===== src/rtl/oneshot_pkg.sv =====
package oneshot_pkg;

    // Levels of one channel's three control inputs
    typedef struct packed {
        logic a;
        logic b;
        logic clr_n;
    } ctl_t;

    // Edge flags found between two consecutive samples
    typedef struct packed {
        logic a_fall;
        logic b_rise;
        logic clr_rise;
    } edges_t;

    // Inert resting levels used by reset
    localparam ctl_t CTL_REST = '{a: 1'b1, b: 1'b0, clr_n: 1'b1};

    function automatic edges_t find_edges(ctl_t prev, ctl_t cur);
        edges_t e;
        e.a_fall   = prev.a & ~cur.a;
        e.b_rise   = ~prev.b & cur.b;
        e.clr_rise = ~prev.clr_n & cur.clr_n;
        return e;
    endfunction

    // All three inputs sit in their enabling state
    function automatic logic enabled(ctl_t c);
        return c.clr_n & ~c.a & c.b;
    endfunction

endpackage


===== src/rtl/ctl_sync.sv =====
module ctl_sync
    import oneshot_pkg::*;
#(
    parameter int STAGES = 2
) (
    input  logic clk,
    input  logic rst,
    input  ctl_t raw,
    output ctl_t cur,
    output ctl_t prev
);
    localparam int LAST = STAGES - 1;

    ctl_t stg [STAGES];

    always_ff @(posedge clk) begin
        if (rst) begin
            for (int i = 0; i < STAGES; i++) stg[i] <= CTL_REST;
            prev <= CTL_REST;
        end else begin
            stg[0] <= raw;
            for (int i = 1; i < STAGES; i++) stg[i] <= stg[i-1];
            prev <= stg[LAST];
        end
    end

    assign cur = stg[LAST];

endmodule


===== src/rtl/trig_qual.sv =====
module trig_qual
    import oneshot_pkg::*;
(
    input  logic clk,
    input  logic rst,
    input  ctl_t cur,
    input  ctl_t prev,
    output logic fire
);
    edges_t ev;

    always_comb begin
        ev   = find_edges(prev, cur);
        fire = enabled(cur) & (ev.a_fall | ev.b_rise | ev.clr_rise);
    end

    // no trigger while clear is held low
    a_r4_inhibit: assert property (@(posedge clk) disable iff (rst)
        !cur.clr_n |-> !fire);

    // one event never yields triggers in back-to-back cycles
    a_r11_one_fire: assert property (@(posedge clk) disable iff (rst)
        fire |=> !fire);

    // a rising edge on A never triggers
    a_r12_a_rise_inert: assert property (@(posedge clk) disable iff (rst)
        (!prev.a && cur.a) |-> !fire);

endmodule


===== src/rtl/pulse_timer.sv =====
module pulse_timer #(
    parameter int WIDTH_W = 8
) (
    input  logic               clk,
    input  logic               rst,
    input  logic               clr_n,
    input  logic               fire,
    input  logic [WIDTH_W-1:0] width,
    output logic               q
);
    localparam logic [WIDTH_W-1:0] ZERO = '0;

    logic [WIDTH_W-1:0] cnt;
    logic               load;

    assign load = fire && (width != ZERO);

    always_ff @(posedge clk) begin
        if (rst || !clr_n) begin
            cnt <= ZERO;
        end else if (load) begin
            cnt <= width;
        end else if (cnt != ZERO) begin
            cnt <= cnt - 1'b1;
        end
    end

    assign q = (cnt != ZERO);

    // clear low terminates the pulse at the next edge
    a_r4_clear_ends: assert property (@(posedge clk) disable iff (rst)
        !clr_n |=> !q);

    // an accepted trigger reloads the full width
    a_r6_reload: assert property (@(posedge clk) disable iff (rst)
        (fire && clr_n && width != ZERO) |=> (cnt == $past(width)));

    // zero width from idle leaves the output low
    a_r7_zero_width: assert property (@(posedge clk) disable iff (rst)
        (fire && clr_n && width == ZERO && cnt == ZERO) |=> !q);

    // a running pulse with more than one cycle left stays high
    a_r8_hold_high: assert property (@(posedge clk) disable iff (rst)
        (clr_n && cnt > 1) |=> q);

endmodule


===== src/rtl/oneshot_dual.sv =====
module oneshot_dual
    import oneshot_pkg::*;
#(
    parameter int CHANNELS    = 2,
    parameter int WIDTH_W     = 8,
    parameter int SYNC_STAGES = 2
) (
    input  logic                          clk,
    input  logic                          rst,
    input  logic [CHANNELS-1:0]           a_in,
    input  logic [CHANNELS-1:0]           b_in,
    input  logic [CHANNELS-1:0]           clr_n_in,
    input  logic [CHANNELS*WIDTH_W-1:0]   width_in,
    output logic [CHANNELS-1:0]           q_out,
    output logic [CHANNELS-1:0]           qn_out
);

    for (genvar c = 0; c < CHANNELS; c++) begin : g_chan
        ctl_t raw, cur, prev;
        logic fire;
        logic q;

        assign raw = '{a: a_in[c], b: b_in[c], clr_n: clr_n_in[c]};

        ctl_sync #(.STAGES(SYNC_STAGES)) u_sync (
            .clk  (clk),
            .rst  (rst),
            .raw  (raw),
            .cur  (cur),
            .prev (prev)
        );

        trig_qual u_qual (
            .clk  (clk),
            .rst  (rst),
            .cur  (cur),
            .prev (prev),
            .fire (fire)
        );

        pulse_timer #(.WIDTH_W(WIDTH_W)) u_timer (
            .clk   (clk),
            .rst   (rst),
            .clr_n (cur.clr_n),
            .fire  (fire),
            .width (width_in[c*WIDTH_W +: WIDTH_W]),
            .q     (q)
        );

        assign q_out[c]  = q;
        assign qn_out[c] = ~q;

        // after reset the output is low until a trigger is accepted
        a_r5_rest_low: assert property (@(posedge clk) disable iff (rst)
            ($past(rst) && !fire) |=> !q_out[c]);
    end

endmodule


===== config.mk =====
export PLATFORM = sky130hd
export DESIGN_NAME = oneshot_dual
export DESIGN_NICKNAME = d
export VERILOG_FILES = /design/src/rtl/oneshot_pkg.sv /design/src/rtl/ctl_sync.sv /design/src/rtl/trig_qual.sv /design/src/rtl/pulse_timer.sv /design/src/rtl/oneshot_dual.sv
export SDC_FILE = /design/constraint.sdc
export NUM_CORES = 1
export LEC_CHECK = 0
export ABC_AREA = 1
export CAP_MARGIN = 20
export CELL_PAD_IN_SITES_DETAIL_PLACEMENT = 1
export CELL_PAD_IN_SITES_GLOBAL_PLACEMENT = 1
export CORE_UTILIZATION = 39
export CTS_BUF_LIST = sky130_fd_sc_hd__clkbuf_4
export DETAILED_ROUTE_END_ITERATION = 10
export PLACE_DENSITY = 0.77
export SKIP_CTS_REPAIR_TIMING = 1
export SYNTH_ARGS = -nofsm -noshare
export SYNTH_HDL_FRONTEND = slang
export SYNTH_SLANG_ARGS = --single-unit

===== constraint.sdc =====
create_clock -name clk -period 1.65 [get_ports clk]
set_input_delay 0.33 -clock clk [delete_from_list [all_inputs] [get_ports clk]]
set_output_delay 0.33 -clock clk [all_outputs]
set_load 0.01 [all_outputs]

# Word-level counts from Yosys, hierarchy flattened
# Memory sizes are Yosys's and may differ from the RTL's.
# Index checks and enable logic that the tools add are counted.
# classes
addsub,2
n_mul,0
n_div,0
magnitude_cmp,0
n_eq_ne,0
shifts,0
n_mux,11
n_bitwise,28
n_reduce_logical,12
# op_table
op,n
8-bit two-way mux,4
8-bit nonzero test,4
8-bit by 1-bit subtractor with 8-bit output (second input constant),2
1-bit AND,12
3-bit two-way mux,4
1-bit inverter,8
1-bit bitwise OR,8
2-bit nonzero test,2
1-bit two-way mux,3
1-bit logical AND,2
1-bit logical NOT,2
1-bit logical OR,2
# totals
register_bits,22
latch_bits,0
ramBits,12
mem_bits_ro,0
out_inout_bits,4
wordCells,63
mem_count,2
# mem_list
name,words,word_bits,read_ports,rd_clocked_by_memory_dff,write_ports,line_no,text
g_chan[0].u_sync.stg,2,3,2,0,2,ctl_sync.sv:14,ctl_t stg [STAGES];
g_chan[1].u_sync.stg,2,3,2,0,2,ctl_sync.sv:14,

# Depth between registers and ports, before layout
# depth
depth_word,7
depth_mapped,11
mapped_depth_nobuf,11

# Hierarchy
# From an unflattened synthesis, not the netlist that was laid out.
# hier_totals
cells_unflattened,260
hier_area_um2,1801.7
# by_module_without_submodules
mod,instances,cells_per_inst,area_per_inst_um2,seq_area_each_um2
pulse_timer,2,92,595.6,160.2
ctl_sync,2,31,274.0,180.2
trig_qual,2,5,20.0,0.0
oneshot_dual,1,4,22.5,0.0

# Worst setup path before layout
# Ideal clock, no wire load.
# synth_path
kind,flip-flop to output port
startpoint,reg g_chan[0].u_timer.cnt[0]
endpoint,out q_out[0]
arrival_time_ns,1.058
path_slack_ns,0.262
stages_incl_launch_ff,7
path_cell_list,dfxtp_1 -> inv_1 -> ha_1 -> nand2_2 -> nor2_8 -> inv_2 -> buf_4
# synth_via
elab_chain_len,1
# synth_rtl
item,line_no,text
"start, declared",pulse_timer.sv:13,logic [WIDTH_W-1:0] cnt;
"start signal, assigned",pulse_timer.sv:22,cnt <= width;
"start signal, assigned",pulse_timer.sv:24,cnt <= cnt - 1'b1;
8-bit nonzero test,pulse_timer.sv:28,assign q = (cnt != ZERO);
"end, declared",oneshot_dual.sv:14,"output logic [CHANNELS-1:0] q_out,"
# Every way passes these cells.

# Worst setup path in the final report
# layout_path
startpoint,reg g_chan[1].u_timer.cnt[0]
endpoint,out qn_out[1]
# layout_via
elab_chain_len,2
# layout_rtl
item,line_no,text
"start, declared",pulse_timer.sv:13,
"start signal, assigned",pulse_timer.sv:22,
"start signal, assigned",pulse_timer.sv:24,
8-bit nonzero test,pulse_timer.sv:28,
1-bit inverter,oneshot_dual.sv:51,assign qn_out[c] = ~q;
"end, declared",oneshot_dual.sv:15,output logic [CHANNELS-1:0] qn_out
# Every way passes these cells.

==> impl_metrics.csv <==
group,metric,value,unit
status,status,"finished with violations",
status,violations,"negative setup slack",
route,dr.first_iter.drc_count,45,
pwr,p_leak,1.051,nW
yosys,ys_ff_latch,34,
finish,postLayoutCoreUtil,55.13,%
pwr,switching_share,40.50,%
placed_design,post-place-ws,-134.4,ps
global_route,grt_overflow,0,
worst_setup_path,cp-endpoint,"qn_out[1]",
sta,rsz0062_at_grt,"true",
pwr,power.density,1912,nW/um^2
route,drtAntennaViolNets,0,
placed_design,hpwlAfterDp,2878,um
worst_setup_path,r2r_end,"g_chan[1].u_timer.cnt[1]",
sta,finalCritPeriodShare,103.5,%
clock_tree,clk_latency,340,ps
worst_setup_path,r2r_cells,12,
yosys,ys.warnings.count,0,
clock_tree,clk_pin_slew,110,ps
worst_setup_path,cp_top_family,"simple AND/OR/NAND/NOR gates",
finish,antenna_cells,0,
route,wl_per_cell,11.21,um
global_route,grt_pass1_wl,6189,um
worst_setup_path,setup.worst_path.class,"reg2out",
die,start_util,41.29,%
yosys,syn_area_per_cell,7.190,um^2
clock_tree,tritoncts,"built",
global_route,track_usage,18.59,%
route,vias,1518,
worst_setup_path,crit_path_max_incr_delay,340,ps
clock_tree,htreeDepth,2,
pwr,share_comb_of_total_power,58.4,%
clock_tree,clockBufferDepth,2,
die,coreArea,4058,um^2
sta,tightest_slew,374.0,ps
pwr,p_sw,1.733,mW
worst_setup_path,cp_num_buf_inv,3,
route,routed_wirelength,3722,um
global_route,grt_max_degree,14,
finish,layout-drive-gt1-share,23.40,%
die,core.rowCount,23,
clock_tree,clock-root-buffer,"clkbuf_4",
clock_tree,clkSinkCount,34,
worst_setup_path,rrSetupSlack,220,ps
yosys,async_flop_share,0,%
pwr,p_total,4.278,mW
worst_setup_path,critPathRequiredTime,1320,ps
worst_setup_path,cp_data_arrival_time,1380,ps
global_route,grt_pass1_vias,1476,
die,chipHeight,67.54,um
die,ios,28,
finish,syn_to_final_growth,33.53,%
finish,fin_nets,307,
worst_setup_path,r2r-start,"g_chan[1].u_timer.cnt[0]",
sta,max_freq,585.8,MHz
route,drcViolationCount,0,
pwr,power.internal,2.545,mW
yosys,ys.flop_type,"dfxtp_1",
sta,skew,6.963,ps
pwr,vdd.ir_drop.worst,617.9,uV
sta,setup_viol,2,
worst_setup_path,crit_fanout,4,
flow_run,drv_cap,0,
worst_setup_path,startpoint,"g_chan[1].u_timer.cnt[0]",
sta,worst_slack,-57.17,ps
sta,max_slew_margin,74.98,%
worst_setup_path,crit_cells,7,
worst_setup_path,end_kind,"output port",
yosys,syn-cell-area,1675,um^2
worst_setup_path,timing.critical_path.mode_cell,"inv_2",
pwr,power.clock.fraction,14.4,%
yosys,synth_nets,259,
worst_setup_path,crit_path_cell_trace,"inv_2 -> ha_4 -> inv_2 -> nor2_4 -> nand3_4 -> nor2_8 -> buf_6",
sta,finalHoldViolCount,0,
route,dr.pass1.iters,4,
die,dieArea,4562,um^2
worst_setup_path,startpoint_type,"flip-flop",
pwr,seq_power_share,27.3,%
route,viasPerCell,4.572,
placed_design,numPortBuffers,27,
sta,maxSlewViolCount,0,
yosys,yosysSeqAreaShare,40.63,%
worst_setup_path,slowest_stage,"dfxtp_2",
yosys,ys_types,26,
placed_design,globalplace.congestion,0.7542,
die,die_w,67.54,um
yosys,synthCells,233,
global_route,grt_antenna_before_repair,0,
hold_path,hold_path_class,"reg2reg",
sta,fin_crit,1707,ps
clock_tree,cts_inserted_buffers,5,
yosys,synth-edff-count,0,
[synthesized netlist by cell type (all sizes together), types with 2 or more instances]
cell / n / area, um^2
nand3: 16 / 92.59
a21oi: 12 / 63.81
nand2: 56 / 212.7
or2: 8 / 50.05
buf: 2 / 15.01
o21ai: 4 / 20.01
ha: 2 / 25.02
xnor2: 5 / 43.79
xor2: 4 / 35.03
inv: 39 / 146.4
nor2: 45 / 254.0
dfxtp: 34 / 680.7
[cell usage in the layout, fill, tap and decap left out, types with 5 or more instances in the layout]
cell type        instances
xnor2_1                  5
nand2_1                 54
or2_2                    8
nor2_1                  33
a21oi_1                 11
clkdlybuf4s50_1         23
dfxtp_1                 30
buf_4                   17
inv_2                    7
nand3_1                 15
inv_1                   32
nor2_4                   7
clkbuf_4                 5
[sequential cells by signal (all words and copies together), names as in the netlist]
signal and count:
g_chan.u_sync.prev 6, g_chan.u_sync.stg 12, g_chan.u_timer.cnt 16
[worst min path at each step]
stage / cells after the start / end / start
2_1_floorplan: 2 / g_chan[0].u_sync.stg[0][4] / g_chan[0].u_sync.stg[0][1]
3_3_place_gp: 2 / g_chan[0].u_sync.stg[0][4] / g_chan[0].u_sync.stg[0][1]
3_5_place_dp: 1 / g_chan[1].u_sync.stg[0][5] / g_chan[1].u_sync.stg[0][2]
4_1_cts: 2 / g_chan[1].u_sync.stg[0][4] / g_chan[1].u_sync.stg[0][1]
5_1_grt: 1 / g_chan[1].u_sync.stg[0][3] / g_chan[1].u_sync.stg[0][0]
6_report: 2 / g_chan[1].u_sync.stg[0][4] / g_chan[1].u_sync.stg[0][1]
[power by group through the flow]
stage               Clock, mW  Sequential (mW)  Combinational, mW
CTS                     0.645             1.14               2.34
floorplan                   0             1.16               1.56
finish                  0.616             1.17               2.50
detailed placement          0             1.16               2.30
global placement            0             1.15               2.26
global route            0.670             1.19               2.79
[final cells by class]
cell class | instances | area [um^2]
sequential | 34 | 685.7
inverter | 40 | 150.1
multi-input combinational | 156 | 865.8
clock buffer | 5 | 37.54
clock inverter | 3 | 45.04
fill | 516 | 1821
tap | 50 | 62.56
timing repair buffer | 44 | 390.4
[tightest hold or removal path: stages, from the launching register on]
cell	delay, ps
dfxtp_1	320
inv_1	40
nor2_1	30
[cell families (layout without fill, tap and decap cells)]
group	Yosys count	after routing	synth area share [%]
adder cells (fa/ha/maj)	2	2	1.493
AO/OA/AOI/OAI	18	18	5.900
flip-flops	34	34	40.63
buffers and inverters	43	92	10.08
XOR/XNOR	9	9	4.705
AND/OR/NAND/NOR	127	127	37.19
[metrics by stage]
stage / cell area (um^2) / cells / setup TNS (ps) / hold slack [ps]
after CTS: 2177 / 329 / -1878 / 419.2
after global placement: 2095 / 321 / -260.3 / 389.2
after detailed placement: 2095 / 321 / -382.8 / 394.8
after global routing: 2237 / 332 / -347.7 / 442.3
after floorplan: 1675 / 233 / 0 / 388.3
final: 2237 / 332 / -98.42 / 413.7
[per-layer routing]
layer | routed length (um) | vias up | global-route usage (%)
met5 | 0 | - | 0
met4 | 62 | 0 | 7.181
met3 | 108 | 6 | 5.068
met2 | 1791 | 17 | 31.93
met1 | 1759 | 690 | 21.65
li1 | - | 805 | -
Note: power is estimated with default switching activity, not from simulation.
